File: src/rtl/fsk_tone_pkg.sv
package fsk_tone_pkg;

  typedef enum logic [1:0] {
    LOOP_LO  = 2'b00,
    LOOP_MID = 2'b01,
    LOOP_HI  = 2'b10,
    LOOP_RSV = 2'b11
  } loop_e;

  localparam int unsigned MCLK_HZ_DEF = 3579545;

  // tone frequencies in Hz
  localparam int unsigned F_NA_LO_S  = 1070;
  localparam int unsigned F_NA_LO_M  = 1270;
  localparam int unsigned F_NA_HI_S  = 2025;
  localparam int unsigned F_NA_HI_M  = 2225;
  localparam int unsigned F_IN_C1_S  = 1180;
  localparam int unsigned F_IN_C1_M  = 980;
  localparam int unsigned F_IN_C2_S  = 1850;
  localparam int unsigned F_IN_C2_M  = 1650;
  localparam int unsigned F_ECHO_NA  = 2225;
  localparam int unsigned F_ECHO_IN  = 2100;

  // rounded phase step for frequency f with a pw-bit accumulator
  function automatic longint unsigned step_for(input int unsigned f,
                                               input int unsigned pw,
                                               input int unsigned div,
                                               input int unsigned mclk);
    longint unsigned num;
    num = ((longint'(f) << pw) * longint'(div)) + longint'(mclk / 2);
    return num / longint'(mclk);
  endfunction

endpackage

File: src/rtl/fsk_strobe_gen.sv
module fsk_strobe_gen #(
  parameter int unsigned DIV = 46
) (
  input  logic clk,
  input  logic rst,
  output logic strobe_o
);
  localparam int unsigned CW = (DIV > 2) ? $clog2(DIV) : 1;
  localparam logic [CW-1:0] LAST = CW'(DIV - 1);

  logic [CW-1:0] cnt_q;

  assign strobe_o = (cnt_q == LAST);

  always_ff @(posedge clk) begin
    if (rst) begin
      cnt_q <= '0;
    end else if (strobe_o) begin
      cnt_q <= '0;
    end else begin
      cnt_q <= cnt_q + 1'b1;
    end
  end
endmodule

File: src/rtl/fsk_tone_plan.sv
module fsk_tone_plan
  import fsk_tone_pkg::*;
#(
  parameter int unsigned PHASE_W = 24,
  parameter int unsigned DIV     = 46,
  parameter int unsigned MCLK_HZ = MCLK_HZ_DEF
) (
  input  logic               tx_data_i,
  input  logic               std_v21_i,
  input  logic               mode_orig_i,
  input  logic               squelch_i,
  input  logic [1:0]         loop_i,
  output logic [PHASE_W-1:0] tx_inc_o,
  output logic [PHASE_W-1:0] rx_space_o,
  output logic [PHASE_W-1:0] rx_mark_o,
  output logic               mute_o,
  output logic               pdown_o
);
  localparam logic [PHASE_W-1:0] S_NA_LO_S = PHASE_W'(step_for(F_NA_LO_S, PHASE_W, DIV, MCLK_HZ));
  localparam logic [PHASE_W-1:0] S_NA_LO_M = PHASE_W'(step_for(F_NA_LO_M, PHASE_W, DIV, MCLK_HZ));
  localparam logic [PHASE_W-1:0] S_NA_HI_S = PHASE_W'(step_for(F_NA_HI_S, PHASE_W, DIV, MCLK_HZ));
  localparam logic [PHASE_W-1:0] S_NA_HI_M = PHASE_W'(step_for(F_NA_HI_M, PHASE_W, DIV, MCLK_HZ));
  localparam logic [PHASE_W-1:0] S_IN_C1_S = PHASE_W'(step_for(F_IN_C1_S, PHASE_W, DIV, MCLK_HZ));
  localparam logic [PHASE_W-1:0] S_IN_C1_M = PHASE_W'(step_for(F_IN_C1_M, PHASE_W, DIV, MCLK_HZ));
  localparam logic [PHASE_W-1:0] S_IN_C2_S = PHASE_W'(step_for(F_IN_C2_S, PHASE_W, DIV, MCLK_HZ));
  localparam logic [PHASE_W-1:0] S_IN_C2_M = PHASE_W'(step_for(F_IN_C2_M, PHASE_W, DIV, MCLK_HZ));
  localparam logic [PHASE_W-1:0] S_ECHO_NA = PHASE_W'(step_for(F_ECHO_NA, PHASE_W, DIV, MCLK_HZ));
  localparam logic [PHASE_W-1:0] S_ECHO_IN = PHASE_W'(step_for(F_ECHO_IN, PHASE_W, DIV, MCLK_HZ));

  loop_e loop_sel;
  logic  echo_on, self_test;
  logic [PHASE_W-1:0] tx_s, tx_m, far_s, far_m, echo_inc;

  assign loop_sel  = loop_e'(loop_i);
  assign echo_on   = !squelch_i && (loop_sel == LOOP_MID);
  assign self_test = !squelch_i && (loop_sel == LOOP_HI);
  assign mute_o    = squelch_i;
  assign pdown_o   = squelch_i && (loop_sel == LOOP_HI);

  always_comb begin
    if (std_v21_i) begin
      echo_inc = S_ECHO_IN;
      if (mode_orig_i) begin
        tx_s = S_IN_C1_S; tx_m = S_IN_C1_M;
        far_s = S_IN_C2_S; far_m = S_IN_C2_M;
      end else begin
        tx_s = S_IN_C2_S; tx_m = S_IN_C2_M;
        far_s = S_IN_C1_S; far_m = S_IN_C1_M;
      end
    end else begin
      echo_inc = S_ECHO_NA;
      if (mode_orig_i) begin
        tx_s = S_NA_LO_S; tx_m = S_NA_LO_M;
        far_s = S_NA_HI_S; far_m = S_NA_HI_M;
      end else begin
        tx_s = S_NA_HI_S; tx_m = S_NA_HI_M;
        far_s = S_NA_LO_S; far_m = S_NA_LO_M;
      end
    end
  end

  always_comb begin
    if (echo_on)        tx_inc_o = echo_inc;
    else if (tx_data_i) tx_inc_o = tx_m;
    else                tx_inc_o = tx_s;
    rx_space_o = self_test ? tx_s : far_s;
    rx_mark_o  = self_test ? tx_m : far_m;
  end
endmodule

File: src/rtl/fsk_phase_acc.sv
module fsk_phase_acc #(
  parameter int unsigned PHASE_W = 24
) (
  input  logic               clk,
  input  logic               rst,
  input  logic               step_en,
  input  logic               clear,
  input  logic [PHASE_W-1:0] inc,
  output logic [PHASE_W-1:0] phase_o
);
  always_ff @(posedge clk) begin
    if (rst) begin
      phase_o <= '0;
    end else if (step_en) begin
      if (clear) phase_o <= '0;
      else       phase_o <= phase_o + inc;
    end
  end
endmodule

File: src/rtl/fsk_sine_rom.sv
module fsk_sine_rom #(
  parameter int unsigned PHASE_W = 24,
  parameter int unsigned LUT_AW  = 6,
  parameter int unsigned SAMP_W  = 16
) (
  input  logic              clk,
  input  logic              rd_en,
  input  logic [PHASE_W-1:0] phase,
  output logic [SAMP_W-2:0] mag_o,
  output logic              neg_o
);
  localparam int unsigned DEPTH = 1 << LUT_AW;
  localparam real         AMP   = real'((1 << (SAMP_W - 1)) - 1);
  localparam real         HALF_PI = 1.5707963267948966;

  logic [SAMP_W-2:0] rom [0:DEPTH-1];

  initial begin
    for (int k = 0; k < DEPTH; k++) begin
      rom[k] = (SAMP_W-1)'($rtoi(AMP * $sin(HALF_PI * (real'(k) + 0.5) / real'(DEPTH)) + 0.5));
    end
  end

  logic [1:0]        quad;
  logic [LUT_AW-1:0] addr, idx;

  assign quad = phase[PHASE_W-1 -: 2];
  assign addr = phase[PHASE_W-3 -: LUT_AW];
  assign idx  = quad[0] ? ~addr : addr;

  always_ff @(posedge clk) begin
    if (rd_en) begin
      mag_o <= rom[idx];
      neg_o <= quad[1];
    end
  end
endmodule

File: src/rtl/fsk_tone_mod.sv
module fsk_tone_mod
  import fsk_tone_pkg::*;
#(
  parameter int unsigned PHASE_W = 24,
  parameter int unsigned LUT_AW  = 6,
  parameter int unsigned SAMP_W  = 16,
  parameter int unsigned DIV     = 46,
  parameter int unsigned MCLK_HZ = MCLK_HZ_DEF
) (
  input  logic                     clk,
  input  logic                     rst,
  input  logic                     tx_data_i,
  input  logic                     std_v21_i,
  input  logic                     mode_orig_i,
  input  logic                     squelch_i,
  input  logic [1:0]               loop_i,
  output logic signed [SAMP_W-1:0] sample_o,
  output logic                     valid_o,
  output logic [PHASE_W-1:0]       rx_space_inc_o,
  output logic [PHASE_W-1:0]       rx_mark_inc_o,
  output logic                     pdown_o
);
  logic               strobe, mute, pdown;
  logic [PHASE_W-1:0] tx_inc, rx_s, rx_m, phase_q;
  logic [SAMP_W-2:0]  mag;
  logic               neg;
  logic               v1_q, mute1_q, pd1_q;
  logic signed [SAMP_W-1:0] signed_mag;

  fsk_strobe_gen #(.DIV(DIV)) u_strobe (
    .clk(clk), .rst(rst), .strobe_o(strobe)
  );

  fsk_tone_plan #(.PHASE_W(PHASE_W), .DIV(DIV), .MCLK_HZ(MCLK_HZ)) u_plan (
    .tx_data_i(tx_data_i), .std_v21_i(std_v21_i), .mode_orig_i(mode_orig_i),
    .squelch_i(squelch_i), .loop_i(loop_i),
    .tx_inc_o(tx_inc), .rx_space_o(rx_s), .rx_mark_o(rx_m),
    .mute_o(mute), .pdown_o(pdown)
  );

  fsk_phase_acc #(.PHASE_W(PHASE_W)) u_acc (
    .clk(clk), .rst(rst), .step_en(strobe), .clear(mute),
    .inc(tx_inc), .phase_o(phase_q)
  );

  fsk_sine_rom #(.PHASE_W(PHASE_W), .LUT_AW(LUT_AW), .SAMP_W(SAMP_W)) u_rom (
    .clk(clk), .rd_en(strobe), .phase(phase_q), .mag_o(mag), .neg_o(neg)
  );

  assign signed_mag = $signed({1'b0, mag});

  always_ff @(posedge clk) begin
    if (rst) begin
      v1_q    <= 1'b0;
      mute1_q <= 1'b0;
      pd1_q   <= 1'b0;
    end else begin
      v1_q <= strobe;
      if (strobe) begin
        mute1_q <= mute;
        pd1_q   <= pdown;
      end
    end
  end

  always_ff @(posedge clk) begin
    if (rst) begin
      sample_o <= '0;
      valid_o  <= 1'b0;
    end else if (v1_q) begin
      valid_o  <= !pd1_q;
      sample_o <= mute1_q ? '0 : (neg ? -signed_mag : signed_mag);
    end else begin
      valid_o <= 1'b0;
    end
  end

  always_ff @(posedge clk) begin
    if (rst) begin
      rx_space_inc_o <= '0;
      rx_mark_inc_o  <= '0;
      pdown_o        <= 1'b0;
    end else begin
      rx_space_inc_o <= rx_s;
      rx_mark_inc_o  <= rx_m;
      pdown_o        <= pdown;
    end
  end
endmodule

File: config.mk
export PLATFORM = sky130hd
export DESIGN_NAME = fsk_tone_mod
export DESIGN_NICKNAME = d
export VERILOG_FILES = /design/src/rtl/fsk_tone_pkg.sv /design/src/rtl/fsk_strobe_gen.sv /design/src/rtl/fsk_tone_plan.sv /design/src/rtl/fsk_phase_acc.sv /design/src/rtl/fsk_sine_rom.sv /design/src/rtl/fsk_tone_mod.sv
export SDC_FILE = /design/constraint.sdc
export NUM_CORES = 1
export LEC_CHECK = 0
export BUFFER_PORTS_ARGS = -buffer_cell sky130_fd_sc_hd__buf_4
export CAP_MARGIN = 20
export CORE_MARGIN = 2
export CORE_UTILIZATION = 64
export CTS_CLUSTER_DIAMETER = 60
export CTS_CLUSTER_SIZE = 12
export DETAILED_ROUTE_END_ITERATION = 7
export PLACE_DENSITY = 0.94
export SYNTH_ARGS = -nofsm -noshare
export SYNTH_HDL_FRONTEND = slang
export SYNTH_SLANG_ARGS = --single-unit
File: constraint.sdc
create_clock -name clk -period 5.8 [get_ports clk]
set_input_delay 1.16 -clock clk [delete_from_list [all_inputs] [get_ports clk]]
set_output_delay 1.16 -clock clk [all_outputs]
set_load 0.05 [all_outputs]
# --- After elaboration in Yosys (flattened, before gate mapping) ---
# Memories as Yosys holds them, arrays and structs flattened. A register that Yosys moved wholly into a read port is not among the register bits.
# Cells that the tools add are included.
word_totals:
  regBits: 100
  latch_bits: 0
  ram_bits: 0
  rom_bits: 960
  inputBits: 8
  output_inout_bits: 66
  wordCells: 48
  mem_count: 1
op_classes:
  addsub: 3
  mul: 0
  n_div: 0
  magnitude_cmp: 0
  n_eq_ne: 3
  shifts: 0
  n_mux: 21
  bitwise_logic: 2
  reduce_logical: 7
memory_table:
  columns: ["memory", "words", "word_bits", "rd", "rd_ports_with_merged_regs", "wr", "line_no", "rtl"]
  rows:
  - ["u_rom.rom", 64, 15, 1, 1, 0, "fsk_sine_rom.sv:16", "logic [SAMP_W-2:0] rom [0:DEPTH-1];"]
ops:
  columns: ["cell", "n"]
  rows:
  - ["$mux 24", 9]
  - ["$mux 19", 6]
  - ["$mux 18", 2]
  - ["$mux 16", 2]
  - ["$add 24x24->24", 1]
  - ["$mux 17", 1]
  - ["$neg 15->16", 1]
  - ["$add 6x1->6 const B", 1]
  - ["$eq 6x6->1 const B", 1]
  - ["$mux 6", 1]
  - ["$not 6->6", 1]
  - ["$reduce_or 2->1", 2]
  - ["$logic_and 1x1->1", 3]
  - ["$eq 2x1->1 const B", 1]
  - ["$eq 2x2->1 const B", 1]
  - ["$logic_not 1->1", 2]
  - ["$not 1->1", 1]

# --- Logic depth before layout (Yosys ltp) ---
# Gate-level depths: netlist (run 1).
logic_depth:
  depth_word: 6
  depth_mapped: 13
  mapped_depth_nobuf: 12

# --- Hierarchy ---
# Synthesis (run 1) repeated with hierarchy kept, for this count alone.
hier_totals:
  cells_unflattened: 1065
  hier_area_um2: 8632.0
by_module_without_submodules:
  columns: ["mod", "n_inst", "cells_per_inst", "area_each_um2", "seq_area_each_um2"]
  rows:
  - ["fsk_sine_rom", 1, 455, 3136.8, 480.5]
  - ["fsk_tone_mod", 1, 224, 2346.0, 1381.3]
  - ["fsk_phase_acc", 1, 249, 2050.7, 480.5]
  - ["fsk_tone_plan", 1, 108, 837.1, 0.0]
  - ["fsk_strobe_gen", 1, 29, 261.5, 120.1]

# --- Worst setup path after synthesis (run 1) ---
# Ideal clock, no wire load.
synth_path:
  path_kind: "input to register"
  from: "input squelch_i"
  to: "register u_acc.phase_o[19]"
  setup_time_ns: 0.121
  t_arrival_ns: 3.476
  required_ns: 5.679
  path_slack_ns: 2.202
  stages: 12
  n_path_buf: 2
  path_cell_list: "clkbuf_1 nor2_1 nand2_1 clkbuf_1 o22ai_1 ha_1 and3_1 a221o_1 a31o_2 a21oi_1 a21oi_1 mux2i_1"
synth_via:
  elab_chain_cells: 5
synth_rtl:
  columns: ["item", "line_no", "rtl"]
  rows:
  - ["start, declared", "fsk_tone_mod.sv:15", "input logic squelch_i,"]
  - ["$logic_not 1->1", "fsk_tone_plan.sv:35", "assign echo_on = !squelch_i && (loop_sel == LOOP_MID);"]
  - ["$logic_and 1x1->1", "fsk_tone_plan.sv:35", null]
  - ["$mux 24", "fsk_tone_plan.sv:63", "if (echo_on) tx_inc_o = echo_inc;"]
  - ["$add 24x24->24", "fsk_phase_acc.sv:16", "else phase_o <= phase_o + inc;"]
  - ["$mux 24 (*)", "fsk_phase_acc.sv:15", "if (clear) phase_o <= '0;"]
  - ["end signal, assigned", "fsk_phase_acc.sv:16", null]
  - ["end, declared", "fsk_phase_acc.sv:9", "output logic [PHASE_W-1:0] phase_o"]
# Mark *: on every way between the ends. The rest lies on a longest branch, timed or not.
# A chain may end at the register's enable or synchronous reset.

# --- Final worst setup path (run 1) ---
layout_path:
  from: "input squelch_i"
  to: "register u_acc.phase_o[22]"
# Same word-level chain as after synthesis.

==> results of run 1 <==
cell type report:
class,count,area [um^2]
Clock buffer,10,149
Sequential cell,80,1760
Tap cell,111,139
Fill cell,686,2720
Multi-Input combinational cell,592,3770
Clock inverter,6,46.3
Inverter,21,78.8
Timing Repair Buffer,65,488
layer usage:
metal / global-route usage (%) / up-vias / wire (um)
li1: - / 2673 / -
met1: 42.8 / 2696 / 6610
met2: 49.2 / 383 / 7210
met3: 4.79 / 41 / 1530
met4: 10.3 / 0 / 384
met5: 0 / - / 0
registers in the layout (all words and copies together), names as in the netlist, 2 cells and up:
| register | cells |
|---|---|
| u_acc.phase_o | 24 |
| sample_o | 16 |
| u_rom.mag_o | 15 |
| rx_space_inc_o | 11 |
| u_strobe.cnt_q | 6 |
| rx_mark_inc_o | 2 |
power groups by stage:
stage | Combinational, mW | Clock (mW) | Sequential [mW]
floorplan | 0.144 | 0 | 0.613
global placement | 0.189 | 0 | 0.591
detailed placement | 0.194 | 0 | 0.592
CTS | 0.195 | 0.407 | 0.579
global route | 0.209 | 0.430 | 0.580
finish | 0.198 | 0.406 | 0.579
cells in the mapped netlist, types with 4 or more instances:
| master | instances | area share (%) |
|---|---|---|
| sky130_fd_sc_hd__o21ai_0 | 50 | 4.2 |
| sky130_fd_sc_hd__buf_4 | 36 | 4.5 |
| sky130_fd_sc_hd__a31oi_1 | 5 | 0.52 |
| sky130_fd_sc_hd__nand2_1 | 90 | 5.6 |
| sky130_fd_sc_hd__mux2i_1 | 9 | 1.5 |
| sky130_fd_sc_hd__clkbuf_1 | 26 | 1.6 |
| sky130_fd_sc_hd__nor4_1 | 4 | 0.42 |
| sky130_fd_sc_hd__a311oi_1 | 7 | 1.0 |
| sky130_fd_sc_hd__nor2_1 | 81 | 5.1 |
| sky130_fd_sc_hd__nand2b_1 | 14 | 1.5 |
| sky130_fd_sc_hd__dfxtp_1 | 64 | 21 |
| sky130_fd_sc_hd__nor3_1 | 15 | 1.3 |
| sky130_fd_sc_hd__nor2b_1 | 12 | 1.3 |
| sky130_fd_sc_hd__xnor2_1 | 17 | 2.5 |
| sky130_fd_sc_hd__or3_1 | 4 | 0.42 |
| sky130_fd_sc_hd__o2111ai_1 | 4 | 0.58 |
| sky130_fd_sc_hd__and3_1 | 4 | 0.42 |
| sky130_fd_sc_hd__o22ai_1 | 5 | 0.52 |
| sky130_fd_sc_hd__nor3b_1 | 5 | 0.63 |
| sky130_fd_sc_hd__edfxtp_1 | 16 | 8.0 |
| sky130_fd_sc_hd__ha_1 | 42 | 8.8 |
| sky130_fd_sc_hd__o211ai_1 | 10 | 1.3 |
| sky130_fd_sc_hd__inv_1 | 17 | 1.1 |
| sky130_fd_sc_hd__buf_1 | 4 | 0.25 |
| sky130_fd_sc_hd__a21o_1 | 11 | 1.4 |
| sky130_fd_sc_hd__xor2_1 | 13 | 1.9 |
| sky130_fd_sc_hd__o311a_1 | 4 | 0.67 |
| sky130_fd_sc_hd__o31ai_1 | 8 | 1.0 |
| sky130_fd_sc_hd__nand3_1 | 20 | 1.7 |
| sky130_fd_sc_hd__buf_2 | 10 | 0.83 |
| sky130_fd_sc_hd__a22o_1 | 5 | 0.73 |
| sky130_fd_sc_hd__nand4_1 | 7 | 0.73 |
| sky130_fd_sc_hd__a211oi_1 | 17 | 2.1 |
| sky130_fd_sc_hd__a21oi_1 | 59 | 4.9 |
| sky130_fd_sc_hd__and2_1 | 8 | 0.83 |
how the worst min path moves through the flow:
| stage | endpoint | slack, ns |
|---|---|---|
| 2_1_floorplan | valid_o | 0.40 |
| 3_3_place_gp | valid_o | 0.41 |
| 3_5_place_dp | valid_o | 0.42 |
| 4_1_cts | valid_o | 0.43 |
| 5_1_grt | valid_o | 0.46 |
| 6_report | valid_o | 0.43 |
metrics by stage:
stage	setup slack (ns)	hold WS [ns]	power [mW]	cell area (um^2)	utilization, %
2_1_floorplan	2.20	0.398	0.756	6050	-
3_3_place_gp	1.97	0.407	0.781	6230	68.1
3_5_place_dp	1.82	0.419	0.786	6230	68.1
4_1_cts	2.16	0.428	1.18	6430	70.3
5_1_grt	1.83	0.460	1.22	6430	70.3
6_report	2.04	0.429	1.18	6430	70.3
logic make-up after synthesis:
logic type | synth area share, %
AND/OR/NAND/NOR | 20.8
AO/OA/AOI/OAI | 23.3
XOR/XNOR | 6.38
flip-flops | 29.3
other | 0.0625
adder cells (fa/ha/maj) | 9.09
buffers and inverters | 8.71
multiplexers | 2.25
==> flow_summary.ini, run 1 <==
[setup_path]
critical_path.max_stage_delay_ns = 0.42
setup.worst_path.class = in -> reg
cp_num_cells = 13
critical_path.endpoint = u_acc.phase_o[22]
path_cells = buf_4 > nor2_1 > nand2_1 > nand2b_1 > o22ai_1 > a21oi_1 > ha_1 > nand2_1 > nor4_1 > o221ai_1 > nand2_1 > o2bb2ai_1 > mux2i_1
worst_r2r_startpoint = u_acc.phase_o[22]
critical-path-top-delay-family = simple AND/OR/NAND/NOR gates
critical-path-top-cell-by-count = sky130_fd_sc_hd__nand2_1
cp_num_buf_inv = 1
worst_path_max_delay_cell = sky130_fd_sc_hd__ha_1
crit_end_category = flop
r2r_setup_slack_ns = 2.28
regToRegEndpoint = u_rom.mag_o[2]
worstPathArrival_ns = 4.04
critical_path.startpoint = squelch_i
critical_path.startpoint_type = input port
path_max_fanout = 14
reg2reg_depth = 7
cp.required_ns = 6.08

[floorplanning]
die_area_um2 = 10200
vertical_die_dimension_um = 101
start_util_pct = 65.6
core-area_um2 = 9150
placement_rows = 35
floorplan.io_pins = 74
chipWidth_um = 101

[route]
detail_route.iter0.violations = 737
ant_nets = 0
route.vias.total = 5793
drt_pass1_iterations = 6
drc_errors = 0
route.detailed.vias_per_inst = 6.55
post_drt_wl_per_cell_um = 17.8
drt-total-wl_um = 15700

[sta]
timing.final.hold_violations = 0
final-max-slew-violation-count = 0
max_freq_mhz = 266
fin_tns_setup_ns = 0
finClkSkew_ns = 0.0161
grt_setup_unrepaired = false
fin_crit_ns = 3.76
worst-slew-pin-transition_ns = 0.934
max-slew-margin-rel_pct = 37.6
min_period_over_period_pct = 64.9
setup_violations_final = 0

[pwr]
clkPwrFrac_pct = 34.3
p_per_area_nw_per_um2 = 184
p_seq_share_pct = 48.9
cellInternalPower_mw = 0.812
power_switching_share_pct = 31.4
max_ir_drop_vdd_v = 0.000117
p_leak_nw = 2.66
net-switching-power_mw = 0.371
comb_power_share_pct = 16.8

[status]
outcome = completed

[clock_network]
cts_setup_buffers = 0
cts.hold.buffers_added = 0
cts_buffers = 9
clock_sink_count = 80
clock_insertion_delay_worst_skew_ns = 0.36
tritoncts_clock_tree = yes
root_cell_of_the_clock_tree = sky130_fd_sc_hd__clkbuf_8
cts-root-to-sink-buffers = 2
post_cts.resized_instances = 0
cts_clk_pin_slew_worst_paths_ns = 0.09
htree_num_levels = 3

[cells_and_area]
layout.cells.most_common_list = 90 x sky130_fd_sc_hd__nand2_1, 81 x sky130_fd_sc_hd__nor2_1, 65 x sky130_fd_sc_hd__buf_4
nets = 820
mostFrequentLayoutCell = sky130_fd_sc_hd__nand2_1
final_standard_cell_count_with_taps_included_and_fillers_excluded = 885
area_delta_synth_final_pct = 7.11
antenna_cells = 0
final_layout_size_suffix_gt1_share_pct = 12.8

[worst_hold_path]
worstHoldPathCells = 1
min-delay-start = pd1_q
min_path_type = reg -> reg

[global_routing]
grt_overflow_total = 0
grt_pass1_vias = 5144
grt_start_max_net_pins = 41
grt.total_usage_pct = 30.9
antenna_found_initial = 0
grt_first_pass_wirelength_um = 25300

[synth]
synthesis.area_um2 = 6000
synthesis.area_per_instance_um2 = 7.93
asyncSetResetFlopFracSynth_pct = 0
synth-warning-count = 0
synth-main-ff-cell = sky130_fd_sc_hd__dfxtp_1
postSynthCellCount = 757
synth_sequential_area_ratio_pct = 29.3
synth_seq_cells = 80
post_synth_edffs = 16
ys_types = 71

[place]
gp_congestion = 0.966
port_buffer_count = 59
total_instance_count_after_detailed_placement = 869
detailedPlacementHpwl_um = 11000

[job]
cap_viol_max_count = 0
(Power assumes the default switching activity.)
==> inputs of run 2 (changes only) <==
Settings changed: CORE_UTILIZATION 64 to 59, PLACE_DENSITY 0.94 to 0.88.
Clock period 5.8 ns to 3.5 ns, I/O delays scaled along.
==> run 2 against run 1 <==
Global-route usage is 2.8 points lower; combinational power is 67% higher; hold slack gained 0.017 ns; sequential share of layout area down 0.66 points; power up 69%; largest cell class unchanged; highest routed layer unchanged.
==> flow_summary.ini, run 2 (same netlist as run 1, synthesis figures left out) <==
[setup_path]
reg2reg_depth = 6
worst_path_max_delay_cell = sky130_fd_sc_hd__nor4_1
critical_path.startpoint = squelch_i
path_cells = buf_4 > nor2_1 > nand2_1 > nand2b_1 > o22ai_1 > a21oi_1 > ha_1 > nand2_1 > nor4_1 > o221ai_1 > a21oi_1 > o21ai_0 > a32o_1
r2r_setup_slack_ns = 0.57
critical_path.max_stage_delay_ns = 0.42
cp_num_buf_inv = 1
critical_path.startpoint_type = input port
worst_r2r_startpoint = u_acc.phase_o[22]
critical-path-top-delay-family = compound AO/OA/AOI/OAI gates
worstPathArrival_ns = 3.45
crit_end_category = flop
path_max_fanout = 11
cp.required_ns = 3.75
setup.worst_path.class = in -> reg
cp_num_cells = 13

[cells_and_area]
final_layout_size_suffix_gt1_share_pct = 14.4
area_delta_synth_final_pct = 9.73
largest_register_ff_count = 24
layout.cells.most_common_list = 90 x sky130_fd_sc_hd__nand2_1, 81 x sky130_fd_sc_hd__nor2_1, 80 x sky130_fd_sc_hd__buf_4
largest_register = u_acc.phase_o
layout_top_registers = u_acc.phase_o (24), sample_o (16), u_rom.mag_o (15)
antenna_cells = 0
mostFrequentLayoutCell = sky130_fd_sc_hd__nand2_1
nets = 835
final_util_pct = 67.1
filler_cell_count = 779

[global_routing]
grt_start_max_net_pins = 40
grt_first_pass_wirelength_um = 25300
grt_pass1_vias = 5067
antenna_found_initial = 0
grt.total_usage_pct = 28.1
grt_overflow_total = 0

[pwr]
p_leak_nw = 2.74
max_ir_drop_vdd_v = 0.000241
p_per_area_nw_per_um2 = 304

[place]
detailedPlacementHpwl_um = 11300
dpl_worst_slack_ns = 0.0902
gp_congestion = 1.00
port_buffer_count = 59

[sta]
timing.final.hold_violations = 0
worst-slew-pin-transition_ns = 0.865
max_freq_mhz = 312
max-slew-margin-rel_pct = 42.3
fin_worst_hold_slack_ns = 0.445
grt_setup_unrepaired = false
final-max-slew-violation-count = 0
min_period_over_period_pct = 91.5
fin_crit_ns = 3.20
setup_violations_final = 0
fin_tns_setup_ns = 0
timing.final.ws_setup_ns = 0.299
finClkSkew_ns = 0.0104

[route]
route.detailed.vias_per_inst = 6.13
route.vias.total = 5656
drt_pass1_iterations = 5
detail_route.iter0.violations = 586
ant_nets = 0
drc_errors = 0
drt-total-wl_um = 15400
post_drt_wl_per_cell_um = 16.7

[floorplanning]
chipWidth_um = 105
floorplan.io_pins = 74
core-area_um2 = 9820
placement_rows = 36
vertical_die_dimension_um = 105
die_area_um2 = 11000
start_util_pct = 61.1

[clock_network]
clock_sink_count = 80
cts_setup_buffers = 0
cts_buffers = 9
cts_clk_pin_slew_worst_paths_ns = 0.08
cts-root-to-sink-buffers = 2
root_cell_of_the_clock_tree = sky130_fd_sc_hd__clkbuf_8
clock_insertion_delay_worst_skew_ns = 0.36
post_cts.resized_instances = 0
htree_num_levels = 3
tritoncts_clock_tree = yes
cts.hold.buffers_added = 0

[status]
outcome = completed

[worst_hold_path]
worstHoldPathCells = 1
min_path_type = reg -> reg
min-delay-start = pd1_q

[job]
cap_viol_max_count = 0
[run 2: cell types whose count changed in the layout (fill, tap and decap cells not counted)]
cell,delta
sky130_fd_sc_hd__bufinv_16,+1
sky130_fd_sc_hd__clkbuf_8,+2
sky130_fd_sc_hd__clkinvlp_4,+1
sky130_fd_sc_hd__buf_4,+15
sky130_fd_sc_hd__inv_6,-2
sky130_fd_sc_hd__clkbuf_16,-1
sky130_fd_sc_hd__clkinv_2,-1
[run 2: layer usage]
metal	share of wire (%)	up-vias	global-route usage, %
met4	1.8	0	8.10
met3	7.8	32	4.80
met2	45	296	45.5
met1	45	2623	38.5
met5	0	-	0
li1	-	2705	-
[run 2: stage by stage]
stage          cell area, um^2  cells  power [mW]
4_1_cts                   6590    922        2.01
2_1_floorplan             6050    770        1.25
5_1_grt                   6590    922        2.07
3_5_place_dp              6370    906        1.30
3_3_place_gp              6370    906        1.30
6_report                  6590    922        2.00
[run 2: worst reg2reg max path: stages (launching register included)]
cell and delay, ns:
sky130_fd_sc_hd__dfxtp_1 0.56, sky130_fd_sc_hd__xor2_2 0.52, sky130_fd_sc_hd__ha_1 0.58, sky130_fd_sc_hd__nor2_1 0.18
sky130_fd_sc_hd__nor3_1 0.28, sky130_fd_sc_hd__nor2_1 0.07, sky130_fd_sc_hd__mux4_2 0.49
[run 2: worst paths after layout]
path	endpoint
max	u_acc.phase_o[18]
min	valid_o
max reg2reg	u_rom.mag_o[2]
min reg2reg	valid_o
[run 2: area by class of cell]
type	count	area [um^2]	share of cell area, %
clock buffers	11	151	2.30
clock inverters	5	61.3	0.931
inverters	21	78.8	1.20
multi-input cells	592	3770	57.2
flip-flops and latches	80	1760	26.7
well taps	133	166	2.53
repair buffers	80	601	9.12
[run 2: power breakdown]
part / switching [mW] / total [mW] / leakage, nW / internal (mW)
Clock: 0.341 / 0.714 / 0.106 / 0.373
Sequential: 0.0104 / 0.959 / 0.675 / 0.948
Combinational: 0.239 / 0.330 / 1.95 / 0.0909
